`src/rtl/uart_irq_resolver.sv`:
```
module uart_irq_resolver (
  input  logic       clk,
  input  logic       rst_n,
  input  logic       rx_byte_evt,
  input  logic       rx_drain_evt,
  input  logic       tx_write_evt,
  input  logic       iid_read_evt,
  input  logic       ier_wr_evt,
  input  logic [3:0] ier_wdata,
  input  logic [3:0] ier_mask,
  input  logic       fifo_en,
  input  logic       msr_delta,
  output logic       irq,
  output logic [3:0] iid
);
  localparam logic [3:0] CodeTimeout = 4'hC;
  localparam logic [3:0] CodeRxData  = 4'h4;
  localparam logic [3:0] CodeTxEmpty = 4'h2;
  localparam logic [3:0] CodeModem   = 4'h0;
  localparam logic [3:0] CodeNone    = 4'h1;

  logic to_pend, rx_pend, tx_pend;
  logic to_set, rx_set, tx_set, tx_clr, rearm;

  assign rearm  = ier_wr_evt && ier_wdata[1] && !ier_mask[1];
  assign to_set = rx_byte_evt && fifo_en;
  assign rx_set = rx_byte_evt && !fifo_en;
  assign tx_set = tx_write_evt || rearm;
  assign tx_clr = iid_read_evt && (iid == CodeTxEmpty);

  always_ff @(posedge clk) begin
    if (!rst_n) begin
      to_pend <= 1'b0;
      rx_pend <= 1'b0;
      tx_pend <= 1'b1;
    end else begin
      to_pend <= to_set || (to_pend && !rx_drain_evt);
      rx_pend <= rx_set || (rx_pend && !rx_drain_evt);
      tx_pend <= tx_set || (tx_pend && !tx_clr);
    end
  end

  always_comb begin
    if (to_pend && ier_mask[0])        iid = CodeTimeout;
    else if (rx_pend && ier_mask[0])   iid = CodeRxData;
    else if (tx_pend && ier_mask[1])   iid = CodeTxEmpty;
    else if (msr_delta && ier_mask[3]) iid = CodeModem;
    else                               iid = CodeNone;
  end

  assign irq = (iid != CodeNone);
endmodule


```
`config.mk`:
```
export PLATFORM = sky130hd
export DESIGN_NAME = uart_irq_resolver
export DESIGN_NICKNAME = d
export VERILOG_FILES = /design/src/rtl/uart_irq_resolver.sv
export SDC_FILE = /design/constraint.sdc
export NUM_CORES = 1
export LEC_CHECK = 0
export ABC_AREA = 1
export BUFFER_PORTS_ARGS = -buffer_cell sky130_fd_sc_hd__buf_2
export CAP_MARGIN = 20
export CORE_AREA = 2 2 39 41
export DETAILED_ROUTE_END_ITERATION = 10
export DIE_AREA = 0 0 41 43
export SETUP_SLACK_MARGIN = 0.05
export SYNTH_ARGS = -nofsm -noshare
export SYNTH_HDL_FRONTEND = slang
export SYNTH_SLANG_ARGS = --single-unit
```
`constraint.sdc`:
```
create_clock -name clk -period 2 [get_ports clk]
set_clock_uncertainty 0.05 [all_clocks]
set_input_delay 0.1 -clock clk [delete_from_list [all_inputs] [get_ports clk]]
set_output_delay 0.1 -clock clk [all_outputs]
set_load 0.005 [all_outputs]
```
==> summary.md <==
| Metric | Value |
|---|---|
| Status | completed |
| Syn_nets | 45 |
| Post-cts sizing count | 0 |
| Yosys warnings | 0 |
| P_sw | 48.95 µW |
| Die width | 41 µm |
| Synth Instances | 28 |
| TritonRoute pass-1 iters | 4 |
| Clock Latency Late Sink | 0.23 ns |
| Synth Area per Inst | ~6 µm² |
| Global-route wire length before repair | 690 µm |
| Clk buf depth | 2 |
| Detailed Place HPWL | approximately 400 µm |
| Post-synthesis sequential area ratio | 35.82% |
| Setup TNS Final | 0 ns |
| Multi-input gate area in the final layout | 85.08 µm² |
| Hold-critical path depth | 3 |
| Endpoints failing setup | 0 |
| Max-cap viol count | 0 |
| FF+latch area | 60.06 µm² |
| Synthesized flop and latch total | 3 |
| Clock slew at reported path FFs | 0.04 ns |
| Worst Tran Pin Value | 0.1272 ns |
| Flop pwr share | 31.2% |
| Fin nets | 68 |
| Ranking of synthesized cells by area | dfxtp_1 36%, nand2_1 22%, inv_1 13%, nand2_2 7.5%, nand4_1 7.5% |
| Leakage | 0.0001938 µW |
| Clock power share | 50.8% |
| CTS tree | built |
| DR DRC count | 0 |
| Place WS | 1.192 ns |
| Wirelength per Cell | ~7 µm |
| All-Layer GR Usage | 6.419% |
| WL met1 | 200 µm |
| Crit Path Category | flip-flop to output pin |
| Min-delay worst type | input pin to flip-flop |
| Final hold vios | 0 |
| Main synth FF type | dfxtp_1 |
| Synthesis-to-layout area growth | 84.33% |
| Routed wire length on met3 | slightly above 70 µm |
| Initial antenna violation count | 0 |
| Vias in the first global route | 206 |
| EDFF count, synth | 0 |
| Layout filler cell count | 159 |
| Top-area cell type share of the netlist area | 35.82% |
| Synth Cell Area | 167.7 µm² |
| Port Buffers | 17 |
| Layout cells sized above 1 | 44.00% |
| Yosys cell types | 8 |
| Full die area | 1763 µm² |
| Setup crit start kind | flip-flop |
| Highest clock rate | about 0.96 GHz |
| CTS Root Cell | clkbuf_4 |
| Synth async-reset ratio | 0% |
| Critical R2R Capture | tx_pend |
| Top cell type by total area after synthesis | dfxtp_1 |
| Slew HR | 91.43% |
| Critical Path End Type | output pin |
| Tmin final | 1.042 ns |
| Final Routed Wirelength | 464 µm |
| TritonCTS buffer count | 3 |
| Hold path start | rst_n |
| Worst r2r path cells | 5 |
| Comb power frac | 18.0% |
| DRT iter0 DRCs | 2 |
| RSZ-0062 raised after global routing | no |
| Htree depth | 1 |
| Crit path max fanout | 3 |
| GR Overflow Total | 0 |
| Final Slew Violations | 0 |
| Final worst-path cycle share | 52.12% |
| Die height | 43 µm |
| Cell with the most instances after synthesis | nand2_1 |
| Total number of vias | 230 |
| Met2 routed WL | 193 µm |
| PD cells | 670.3 nW/µm² |
| Post-synth top cells | 10 x nand2_1, 6 x inv_1, 3 x dfxtp_1 |
| Sink Count | 3 |
| Reg2Reg Launch Point | tx_pend |
| Post-route ant nets | 0 |
| Setup WS post-layout | 0.9576 ns |
| Critical Path RT | 1.85 ns |
| Core box area | 1384 µm² |
| Highest Signal Layer | met3 |
| Ant. Diodes | 0 |
| Net Sw Frac | 23.63% |
| Reg2reg setup slack | 1.21 ns |
| Placer Congestion | 0.6156 |
| # IOs | 22 |
| Row Count | 14 |
| Initial Util | 12.12% |
| Post-DR vias/cell | 3.485 |
| Worst Hold End | rx_pend |
| Final Util | 22.33% |
| Pin count of the biggest net entering global routing | 5 |
| Internal power | 158.2 µW |
| VDD IR max | 0.2135 mV |
| Critical Path AT | 0.89 ns |
[per-stage QoR]
step | hold WS (ns) | total power (µW) | std cells | cell area (µm²)
global route | 0.07315 | 223.0 | 66 | 309.0
floorplan | 0.1487 | 80.59 | 28 | 167.7
finish | 0.06682 | 207.1 | 66 | 309.0
CTS | 0.06107 | 212.9 | 66 | 309.0
detailed placement | 0.2419 | 101.6 | 61 | 272.8
global placement | 0.2381 | 101.0 | 61 | 272.8
[cells by family after synthesis]
group | share of synthesized area, %
compound gates | 8.953
buf+inv | 13.43
simple gates | 41.79
flops | 35.82
[power by group through the flow]
stage | Combinational [µW] | Sequential (µW) | Clock, µW
floorplan | 15.2 | 65.4 | 0
global placement | 35.4 | 65.6 | 0
detailed placement | 35.9 | 65.7 | 0
CTS | 37.6 | 64.8 | 111
global route | 43.2 | 65.1 | 115
finish | 37.2 | 64.7 | 105
[worst max-delay path by stage]
| stage | to | slack [ns] | cells after the start | startpoint |
|---|---|---|---|---|
| 3_3_place_gp | iid[0] | 1.21 | 4 | rx_pend |
| 4_1_cts | iid[0] | 0.94 | 4 | tx_pend |
| 6_report | iid[0] | 0.96 | 4 | rx_pend |
| 5_1_grt | iid[0] | 0.86 | 4 | tx_pend |
| 3_5_place_dp | iid[0] | 1.19 | 4 | tx_pend |
| 2_1_floorplan | tx_pend | 1.27 | 5 | tx_pend |
[worst max-delay path: stages (launching register included)]
cell and delay [ns]:
dfxtp_1 0.31, nand2_2 0.08, nand4_1 0.11, inv_1 0.06, buf_2 0.10
[cell type report]
type	instances	area share [%]
clock buffers	4	8.502
repair buffers	18	30.77
well taps	16	6.478
multi-input cells	19	27.53
inverters	6	7.287
flip-flops and latches	3	19.43
[state kept, by name (all words and copies together), names as in the netlist]
register	count
rx_pend	1
to_pend	1
tx_pend	1
[routing by layer]
metal	global-route usage [%]	vias up
li1	-	131
met3	5.236	0
met4	6.000	0
met2	7.813	14
met5	0	-
met1	6.410	85
[layout by cell type, fill, tap and decap left out, drive strengths merged]
master	Yosys	layout
nor2	2	2
nand4	2	2
a21oi	2	2
dfxtp	3	3
buf	0	17
inv	6	6
nand2	12	12
clkbuf	0	4
dlygate4sd3	0	1
o21ai	1	1
[timing repair]
action | CTS | global route
setup buffers | 0 | 0
endpoints found under the hold margin | 1 | 0
hold buffers | 1 | 0
Power figures use the tool's default switching activity.
